[config.mk]
export PLATFORM = sky130hd
export DESIGN_NAME = dmwt_cache
export DESIGN_NICKNAME = d
export VERILOG_FILES = /design/src/rtl/dmwt_pkg.sv /design/src/rtl/dmwt_addr_split.sv /design/src/rtl/dmwt_tag_store.sv /design/src/rtl/dmwt_data_store.sv /design/src/rtl/dmwt_ctrl.sv /design/src/rtl/dmwt_cache.sv
export SDC_FILE = /design/constraint.sdc
export NUM_CORES = 1
export LEC_CHECK = 0
export ABC_AREA = 1
export BUFFER_PORTS_ARGS = -buffer_cell sky130_fd_sc_hd__buf_2
export CAP_MARGIN = 0
export CORE_ASPECT_RATIO = 1.4
export CORE_MARGIN = 2
export CORE_UTILIZATION = 60
export CTS_CLUSTER_SIZE = 14
export DETAILED_ROUTE_END_ITERATION = 8
export GPL_TIMING_DRIVEN = 0
export PLACE_DENSITY = 0.76
export SETUP_SLACK_MARGIN = 0.02
export SYNTH_ARGS = -nofsm -noshare
export SYNTH_HDL_FRONTEND = slang
export SYNTH_SLANG_ARGS = --single-unit
[constraint.sdc]
create_clock -name clk -period 7.94 [get_ports clk]
set_input_delay 0.794 -clock clk [delete_from_list [all_inputs] [get_ports clk]]
set_output_delay 0.794 -clock clk [all_outputs]
set_load 0.05 [all_outputs]
[src/rtl/dmwt_pkg.sv]
package dmwt_pkg;
   typedef enum logic [1:0] {
      ST_LOOKUP = 2'd0,
      ST_FILL   = 2'd1,
      ST_STORE  = 2'd2
   } dmwt_state_e;

   function automatic int unsigned dmwt_tag_width(input int unsigned lines_log2,
                                                   input int unsigned words_log2);
      return 32 - lines_log2 - words_log2 - 2;
   endfunction
endpackage

[src/rtl/dmwt_addr_split.sv]
module dmwt_addr_split #(
   parameter int unsigned LINES_LOG2 = 3,
   parameter int unsigned WORDS_LOG2 = 1,
   localparam int unsigned TAG_W  = dmwt_pkg::dmwt_tag_width(LINES_LOG2, WORDS_LOG2),
   localparam int unsigned WOFF_W = (WORDS_LOG2 > 0) ? WORDS_LOG2 : 1
) (
   input  logic [31:0]           addr,
   output logic [TAG_W-1:0]      tag,
   output logic [LINES_LOG2-1:0] idx,
   output logic [WOFF_W-1:0]     woff
);
   localparam int unsigned IDX_LO = WORDS_LOG2 + 2;
   localparam int unsigned TAG_LO = IDX_LO + LINES_LOG2;

   assign tag = addr[31:TAG_LO];
   assign idx = addr[TAG_LO-1:IDX_LO];

   generate
      if (WORDS_LOG2 == 0) begin : g_single_word
         assign woff = '0;
      end else begin : g_multi_word
         assign woff = addr[IDX_LO-1:2];
      end
   endgenerate
endmodule

[src/rtl/dmwt_tag_store.sv]
module dmwt_tag_store #(
   parameter int unsigned LINES_LOG2 = 3,
   parameter int unsigned TAG_W      = 26,
   localparam int unsigned LINES     = 1 << LINES_LOG2
) (
   input  logic                  clk,
   input  logic                  rst_n,
   input  logic [LINES_LOG2-1:0] look_idx,
   input  logic [TAG_W-1:0]      look_tag,
   output logic                  hit,
   input  logic                  wr_en,
   input  logic [LINES_LOG2-1:0] wr_idx,
   input  logic [TAG_W-1:0]      wr_tag
);
   logic [LINES-1:0] line_ok;
   logic [TAG_W-1:0] line_tag [LINES];

   generate
      for (genvar gi = 0; gi < LINES; gi++) begin : g_line
         always_ff @(posedge clk or negedge rst_n) begin
            if (!rst_n) begin
               line_ok[gi]  <= 1'b0;
               line_tag[gi] <= '0;
            end else if (wr_en && (wr_idx == LINES_LOG2'(gi))) begin
               line_ok[gi]  <= 1'b1;
               line_tag[gi] <= wr_tag;
            end
         end
      end
   endgenerate

   assign hit = line_ok[look_idx] && (line_tag[look_idx] == look_tag);
endmodule

[src/rtl/dmwt_data_store.sv]
module dmwt_data_store #(
   parameter int unsigned LINES_LOG2 = 3,
   parameter int unsigned WORDS_LOG2 = 1,
   localparam int unsigned LINES  = 1 << LINES_LOG2,
   localparam int unsigned WORDS  = 1 << WORDS_LOG2,
   localparam int unsigned WOFF_W = (WORDS_LOG2 > 0) ? WORDS_LOG2 : 1
) (
   input  logic                  clk,
   input  logic [LINES_LOG2-1:0] rd_idx,
   input  logic [WOFF_W-1:0]     rd_woff,
   output logic [31:0]           rd_data,
   input  logic                  wr_en,
   input  logic [LINES_LOG2-1:0] wr_idx,
   input  logic [WOFF_W-1:0]     wr_woff,
   input  logic [31:0]           wr_data
);
   logic [31:0] words_q [LINES][WORDS];

   generate
      for (genvar gl = 0; gl < LINES; gl++) begin : g_line
         for (genvar gw = 0; gw < WORDS; gw++) begin : g_word
            always_ff @(posedge clk) begin
               if (wr_en && (wr_idx == LINES_LOG2'(gl)) && (wr_woff == WOFF_W'(gw)))
                  words_q[gl][gw] <= wr_data;
            end
         end
      end
   endgenerate

   assign rd_data = words_q[rd_idx][rd_woff];
endmodule

[src/rtl/dmwt_ctrl.sv]
module dmwt_ctrl
   import dmwt_pkg::*;
#(
   parameter int unsigned WORDS_LOG2 = 1,
   localparam int unsigned WOFF_W = (WORDS_LOG2 > 0) ? WORDS_LOG2 : 1,
   localparam int unsigned WORDS  = 1 << WORDS_LOG2
) (
   input  logic              clk,
   input  logic              rst_n,
   input  logic              cpu_req,
   input  logic              cpu_we,
   input  logic              hit,
   input  logic              mem_ready,
   output dmwt_state_e       state,
   output logic              cpu_ready,
   output logic [WOFF_W-1:0] fill_cnt,
   output logic              fill_wr,
   output logic              fill_done,
   output logic              store_upd
);
   localparam logic [WOFF_W-1:0] LAST_WORD = WOFF_W'(WORDS - 1);

   dmwt_state_e       state_q, state_d;
   logic [WOFF_W-1:0] cnt_q, cnt_d;

   always_comb begin
      state_d   = state_q;
      cnt_d     = cnt_q;
      cpu_ready = 1'b0;
      fill_wr   = 1'b0;
      fill_done = 1'b0;
      store_upd = 1'b0;
      unique case (state_q)
         ST_LOOKUP: begin
            if (cpu_req && cpu_we) begin
               state_d = ST_STORE;
            end else if (cpu_req && hit) begin
               cpu_ready = 1'b1;
            end else if (cpu_req) begin
               state_d = ST_FILL;
               cnt_d   = '0;
            end
         end
         ST_FILL: begin
            if (mem_ready) begin
               fill_wr = 1'b1;
               if (cnt_q == LAST_WORD) begin
                  fill_done = 1'b1;
                  state_d   = ST_LOOKUP;
               end else begin
                  cnt_d = cnt_q + 1'b1;
               end
            end
         end
         ST_STORE: begin
            if (mem_ready) begin
               cpu_ready = 1'b1;
               store_upd = hit;
               state_d   = ST_LOOKUP;
            end
         end
         default: state_d = ST_LOOKUP;
      endcase
   end

   always_ff @(posedge clk or negedge rst_n) begin
      if (!rst_n) begin
         state_q <= ST_LOOKUP;
         cnt_q   <= '0;
      end else begin
         state_q <= state_d;
         cnt_q   <= cnt_d;
      end
   end

   assign state    = state_q;
   assign fill_cnt = cnt_q;
endmodule

[src/rtl/dmwt_cache.sv]
module dmwt_cache
   import dmwt_pkg::*;
#(
   parameter int unsigned LINES_LOG2 = 3,
   parameter int unsigned WORDS_LOG2 = 1
) (
   input  logic        clk,
   input  logic        rst_n,
   input  logic        cpu_req,
   input  logic        cpu_we,
   input  logic [31:0] cpu_addr,
   input  logic [31:0] cpu_wdata,
   output logic [31:0] cpu_rdata,
   output logic        cpu_ready,
   output logic        stall,
   output logic        mem_valid,
   output logic        mem_we,
   output logic [29:0] mem_addr,
   output logic [31:0] mem_wdata,
   input  logic [31:0] mem_rdata,
   input  logic        mem_ready
);
   localparam int unsigned TAG_W  = dmwt_tag_width(LINES_LOG2, WORDS_LOG2);
   localparam int unsigned WOFF_W = (WORDS_LOG2 > 0) ? WORDS_LOG2 : 1;

   generate
      if (LINES_LOG2 < 1 || LINES_LOG2 + WORDS_LOG2 > 10) begin : g_bad_geometry
         $error("dmwt_cache: LINES_LOG2 must be >= 1 and LINES_LOG2+WORDS_LOG2 <= 10");
      end
   endgenerate

   logic [TAG_W-1:0]      a_tag;
   logic [LINES_LOG2-1:0] a_idx;
   logic [WOFF_W-1:0]     a_woff;
   logic                  hit;
   dmwt_state_e           state;
   logic [WOFF_W-1:0]     fill_cnt;
   logic                  fill_wr, fill_done, store_upd;
   logic                  d_wr_en;
   logic [WOFF_W-1:0]     d_wr_woff;
   logic [31:0]           d_wr_data;
   logic [29:0]           fill_addr;

   dmwt_addr_split #(.LINES_LOG2(LINES_LOG2), .WORDS_LOG2(WORDS_LOG2)) u_split (
      .addr (cpu_addr),
      .tag  (a_tag),
      .idx  (a_idx),
      .woff (a_woff)
   );

   dmwt_tag_store #(.LINES_LOG2(LINES_LOG2), .TAG_W(TAG_W)) u_tags (
      .clk      (clk),
      .rst_n    (rst_n),
      .look_idx (a_idx),
      .look_tag (a_tag),
      .hit      (hit),
      .wr_en    (fill_done),
      .wr_idx   (a_idx),
      .wr_tag   (a_tag)
   );

   assign d_wr_en   = fill_wr | store_upd;
   assign d_wr_woff = fill_wr ? fill_cnt : a_woff;
   assign d_wr_data = fill_wr ? mem_rdata : cpu_wdata;

   dmwt_data_store #(.LINES_LOG2(LINES_LOG2), .WORDS_LOG2(WORDS_LOG2)) u_data (
      .clk     (clk),
      .rd_idx  (a_idx),
      .rd_woff (a_woff),
      .rd_data (cpu_rdata),
      .wr_en   (d_wr_en),
      .wr_idx  (a_idx),
      .wr_woff (d_wr_woff),
      .wr_data (d_wr_data)
   );

   dmwt_ctrl #(.WORDS_LOG2(WORDS_LOG2)) u_ctrl (
      .clk       (clk),
      .rst_n     (rst_n),
      .cpu_req   (cpu_req),
      .cpu_we    (cpu_we),
      .hit       (hit),
      .mem_ready (mem_ready),
      .state     (state),
      .cpu_ready (cpu_ready),
      .fill_cnt  (fill_cnt),
      .fill_wr   (fill_wr),
      .fill_done (fill_done),
      .store_upd (store_upd)
   );

   generate
      if (WORDS_LOG2 == 0) begin : g_fill_one
         assign fill_addr = {a_tag, a_idx};
      end else begin : g_fill_many
         assign fill_addr = {a_tag, a_idx, fill_cnt};
      end
   endgenerate

   assign mem_valid = (state == ST_FILL) || (state == ST_STORE);
   assign mem_we    = (state == ST_STORE);
   assign mem_addr  = (state == ST_STORE) ? cpu_addr[31:2] : fill_addr;
   assign mem_wdata = cpu_wdata;
   assign stall     = cpu_req && !cpu_ready;
endmodule

## Yosys cells after proc, flatten, opt, wreduce, memory -nomap -nowiden

Memories as Yosys holds them, arrays and structs flattened.
Index checks and enable logic that the tools add are counted.

| storage, ports and cells | value |
|---|---|
| memories kept | 1 |
| register bits after elaboration | 219 |
| input bits | 101 |
| ROM bits | 0 |
| latch bits | 0 |
| word-level logic and storage cells | 182 |
| RAM bits | 512 |

Memories:

| memory | depth | bits a word | rd ports | clocked after memory_dff | write ports | line | RTL |
|---|---|---|---|---|---|---|---|
| u_data.words_q | 8 | 64 | 1 | 0 | 1 | dmwt_data_store.sv:17 | `logic [31:0] words_q [LINES][WORDS];` |

| operators by class | value |
|---|---|
| $add $sub $neg | 1 |
| multiplexer cells | 87 |
| multipliers | 0 |
| divide/modulo/power cells | 0 |
| bitwise gates (word level) | 4 |
| $lt $le $gt $ge | 3 |
| shift operators | 0 |
| reduce and logical (&&, ||, !) cells | 50 |
| equal/unequal tests | 18 |

Operators by type and width:

| kind | number |
|---|---|
| $mux W64 | 7 |
| $reduce_or A64 Y1 | 7 |
| $mux W32 | 4 |
| $bmux W26 S3 | 1 |
| $mux W26 | 2 |
| $mux W1 | 49 |
| $logic_and A1 B1 Y1 | 36 |
| $eq A26 B26 Y1 | 1 |
| $mux W2 | 13 |
| $mux W3 | 7 |
| $eq A3 B3 Y1 const B | 4 |
| $reduce_and A5 Y1 | 2 |
| $ne A2 B2 Y1 const B | 4 |
| $eq A3 B2 Y1 const B | 2 |
| $ne A3 B2 Y1 const B | 2 |
| $pmux W2 S3 | 1 |
| $ge A4 B4 Y1 const B | 1 |
| $lt A3 B4 Y1 const B | 1 |
| $ne A2 B1 Y1 const B | 2 |
| $not A3 Y4 | 1 |
| $pmux W1 S2 | 2 |
| $bmux W1 S3 | 1 |
| $eq A3 B1 Y1 const B | 1 |
| $logic_not A3 Y1 | 1 |
| 11 further kinds | 11 |

## Longest topological paths before layout

| logic depth | value |
|---|---|
| word-level depth | 21 |
| gate-level depth with buffers | 18 |

## Modules after synthesis

From an unflattened synthesis, not the netlist that was laid out.

| unflattened totals | value |
|---|---|
| cells, all modules | 3877 |
| area total of the unflattened synthesis | 34488.1 um2 |

Modules (own cells, without submodules):

| module | cells an instance | sequential area each (um2) | area an instance (um2) | times used |
|---|---|---|---|---|
| dmwt_data_store | 2093 | 15374.7 | 22120.0 | 1 |
| dmwt_tag_store | 1471 | 5405.2 | 10757.8 | 1 |
| dmwt_cache | 242 | 0.0 | 1136.1 | 1 |
| dmwt_ctrl | 41 | 75.1 | 249.0 | 1 |
| dmwt_addr_split | 30 | 0.0 | 225.2 | 1 |

## Least setup slack after synthesis

Ideal clock, no wire load.

| timing path | value |
|---|---|
| path type | input-to-reg |
| start point | in cpu_addr[5] |
| end point | mem u_data.words_q[0][0] (netlist bit), enable pin |
| setup slack | 3853 ps |
| required time | 7519 ps |
| library setup time | 421 ps |
| buffers on the path | 2 |
| data arrival time | 3666 ps |
| stages on the path | 15 |
| cells stage by stage | buf_2 -> inv_2 -> clkbuf_1 -> nand4_1 -> nand2_1 -> nand2_1 -> nand2_1 -> nand2_1 -> nor2_1 -> nand3_1 -> nor2_1 -> nand2_1 -> nand2_1 -> nand2_1 -> nor2_1 |

| between the ends | value |
|---|---|
| word-level cells in the longest chain between the ends | 21 |
| elaborated cells between the ends (all ways) | 93 |
| those cells by class | eq/ne: 8; mux: 51; bitwise: 2; reduce/logical: 32 |

RTL lines:

| what | line | RTL |
|---|---|---|
| start: declaration | dmwt_cache.sv:11 | `input logic [31:0] cpu_addr,` |
| $not A3 Y4 (implied by the code) | dmwt_tag_store.sv:32 | `assign hit = line_ok[look_idx] && (line_tag[look_idx] == look_tag);` |
| $bmux W26 S3 | dmwt_tag_store.sv:32 |  |
| $mux W26 (implied by the code) (2 in series) | dmwt_tag_store.sv:32 |  |
| $eq A26 B26 Y1 | dmwt_tag_store.sv:32 |  |
| $logic_and A1 B1 Y1 | dmwt_tag_store.sv:32 |  |
| $mux W1 | dmwt_ctrl.sv:56 | `if (mem_ready) begin` |
| $mux W1 | dmwt_ctrl.sv:33 | `unique case (state_q)` |
| $or A1 B1 Y1 | dmwt_cache.sv:62 | `assign d_wr_en = fill_wr \| store_upd;` |
| $logic_and A1 B1 Y1 (2 in series) | dmwt_data_store.sv:23 | `if (wr_en && (wr_idx == LINES_LOG2'(gl)) && (wr_woff == WOFF_W'(gw)))` |
| $mux W1 | dmwt_data_store.sv:23 |  |
| $mux W1 (implied by the code) | dmwt_data_store.sv:24 | `words_q[gl][gw] <= wr_data;` |
| $reduce_or A64 Y1 (no source line) | - |  |
| $mux W3 (no source line) / $mux W2 (equally long branches) (7 in series) | - |  |
| end: declaration | dmwt_data_store.sv:17 |  |

Parallel ways exist; a longest one is shown, timed or not. The select of a mux whose other input is x is not followed.

## Worst setup path in the final report

| timing path | value |
|---|---|
| start point | in cpu_addr[4] |
| end point | out cpu_rdata[20] |

| between the ends | value |
|---|---|
| word-level cells in the longest chain between the ends | 4 |

RTL lines:

| what | line | RTL |
|---|---|---|
| $mem_v2 Z8 W64 | - |  |
| $mux W32 (implied by the code) (3 in series) | dmwt_data_store.sv:30 | `assign rd_data = words_q[rd_idx][rd_woff];` |
| end: declaration | dmwt_cache.sv:13 | `output logic [31:0] cpu_rdata,` |

No other way between the ends. The select of a mux whose other input is x is not followed.

==> impl_metrics.tcl <==
set metrics [dict create \
    grt-ovfl-total 0 \
    relSlewSlack 0.116 \
    cts_made_buffers 68 \
    cp.required_ns 7.15 \
    start_util 0.603 \
    p_leak_nw 13.6 \
    pwr-share-clk 0.325 \
    cp-end-kind "output port" \
    final_common_cell "nand2_1" \
    root_buffer "clkbuf_16" \
    synth_fp_nets 2781 \
    seq_area_frac_synth 0.695 \
    cts_tree "yes" \
    p_comb_frac 0.167 \
    die_y_um 269 \
    wl_per_cell_um 26.2 \
    num_io_pins 199 \
    first_iter_violations 3149 \
    fmax_mhz 202 \
    setup_tns_ns 0 \
    period_minus_slack_ns 4.96 \
    drtAntennaViolNets 0 \
    cp.arrival_ns 4.16 \
    power.switching_w 0.00280 \
    drive_gt1_frac 0.137 \
    final_core_util 0.692 \
    seq_power_share 0.508 \
    wl_um 95700 \
    internal-power_w 0.00694 \
    post-route-period-util 0.625 \
    cts_num_sinks 731 \
    die_area_um2 51800 \
    cp_max_fo 10 \
    first_pass_iters 6 \
    synth_area_um2 30000 \
    h-tree-depth 3 \
    grt_pass1_wl_um 138000 \
    clockBufferDepth 3 \
    drv_slew 0 \
    yosysUniqueCellTypes 25 \
    vias_per_cell 6.49 \
    drc 0 \
    nets 3065 \
    setup_viol 0 \
    syn_to_final_growth_pct 14.8 \
    insertion_delay_ns 0.62 \
    grt_usage 0.371 \
    globalplace.congestion 0.961 \
    outcome "complete, no violations" \
    hpwlAfterDp_um 62300 \
    rsz0062_at_grt "no" \
    switching_share 0.288 \
    row_count 97 \
    fin_skew_ns 0.0279 \
    syn_area_per_cell_um2 11.2 \
    hold_class "flip-flop to flip-flop" \
    path_class "input port to output port" \
    die_x_um 193 \
    grt_pass1_vias 23121 \
    grt_max_degree 118 \
    antenna_found_initial 3 \
    cap_violations 0 \
    start_kind "input port" \
    synthCells 2677 \
    powerDensity_nw_per_um2 283 \
    worst_pin_slew_ns 1.33 \
    yosysWarnings 0 \
    ir_worst_vdd_uv 226 \
    final_cell_mix "nand2_1, edfxtp_1, o21ai_0" \
    clk_pin_slew_ns 0.06 \
    core_um2 49800 \
    yosys_register_bits 731 \
    port-buffer-count 195 \
    dr_total_vias 23698 \
    finalHoldViolCount 0 \
]
-- final cells by class --
type	count	area (um^2)
Multi-Input combinational cell	1668	7960
Timing Repair Buffer	214	1390
Buffer	218	1090
Sequential cell	731	20900
Inverter	60	225
Clock inverter	24	218
Fill cell	3510	15300
Tap cell	643	805
Clock buffer	94	1890
Antenna cell	2	5.00
-- flip-flops by register name (all words and copies together) (netlist names) --
name             count
u_tags.line_ok       8
u_data.words_q     512
u_ctrl.fill_cnt      1
u_ctrl.state         2
u_tags.line_tag    208
-- worst max-delay path: stages --
cell and delay, ns:
buf_2 0.15, nor2_1 0.41, buf_2 0.42, clkbuf_1 0.58, clkbuf_1 0.57, a22oi_1 0.23, a31oi_1 0.37, a32o_1 0.30
buf_2 0.31
-- metrics by stage --
| step | total power, W | setup slack, ns | instances | cell area (um^2) | hold WS, ns |
|---|---|---|---|---|---|
| 3_5_place_dp | 0.00659 | 2.78 | 3533 | 32300 | 0.442 |
| 5_1_grt | 0.0101 | 3.01 | 3652 | 34400 | 0.476 |
| 6_report | 0.00974 | 2.98 | 3654 | 34400 | 0.456 |
| 4_1_cts | 0.00969 | 3.15 | 3652 | 34400 | 0.457 |
| 2_1_floorplan | 0.00600 | 3.85 | 2677 | 30000 | 0.423 |
| 3_3_place_gp | 0.00647 | 0.631 | 3515 | 31800 | 0.434 |
-- kinds of logic (layout without fill, tap and decap cells) --
logic type      after synthesis  after routing  share of synthesized area
flops                       731            731                      0.695
other cells                   0              2                          0
simple gates               1166           1166                      0.156
fa+ha+maj                     3              3                    0.00125
compound gates              499            499                      0.104
buf+inv                     278            610                     0.0437
-- power by group through the flow --
stage	Sequential, W	Clock [W]	Combinational, W
floorplan	0.00494	0	0.00106
global placement	0.00498	0	0.00149
detailed placement	0.00500	0	0.00159
CTS	0.00493	0.00316	0.00160
global route	0.00498	0.00331	0.00179
finish	0.00495	0.00316	0.00163
-- layer usage --
layer,vias to the layer above,global-route usage,share of wire
li1,9961,-,-
met1,11323,0.427,0.32
met2,1905,0.606,0.48
met3,507,0.0748,0.11
met4,2,0.295,0.087
met5,-,0,0.00015
-- repair_timing --
action                    4_1_cts  5_1_grt
hold endpoints to repair       11        0
resized for setup               0        0
hold buffers                    1        0
buffers inserted                0        0
-- Yosys cell counts, drive strengths merged --
cell	n	area (um^2)
buf	106	667
nor3	1	5.00
a32o	8	80.1
o21ai	233	1170
nor2	51	194
clkinv	1	3.75
a211oi	1	7.51
a21oi	17	85.1
a22oi	208	1560
edfxtp	512	15400
ha	3	37.5
o211ai	6	45.0
clkbuf	112	420
a31oi	26	163
dfrtp	219	5480
nand3	170	851
nand4	37	231
inv	59	221
nand2	907	3410
-- path summary, 6_finish.rpt --
path | startpoint | to | slack (ns) | depth (start not counted)
max | cpu_addr[4] | cpu_rdata[20] | 2.98 | 9
min | u_tags.line_ok[0]$_DFFE_PN0P_ | u_tags.line_ok[0]$_DFFE_PN0P_ | 0.46 | 2
max reg2reg | u_ctrl.state[1]$_DFFE_PN0P_ | u_data.words_q[1][49]$_DFFE_PP_ | 3.44 | 8
min reg2reg | u_tags.line_ok[0]$_DFFE_PN0P_ | u_tags.line_ok[0]$_DFFE_PN0P_ | 0.46 | 2
max in group asynchronous | rst_n | u_tags.line_tag[186]$_DFFE_PN0P_ | 6.11 | 4
min in group asynchronous | rst_n | u_tags.line_tag[96]$_DFFE_PN0P_ | 0.59 | 2
(Power assumes the default switching activity.)
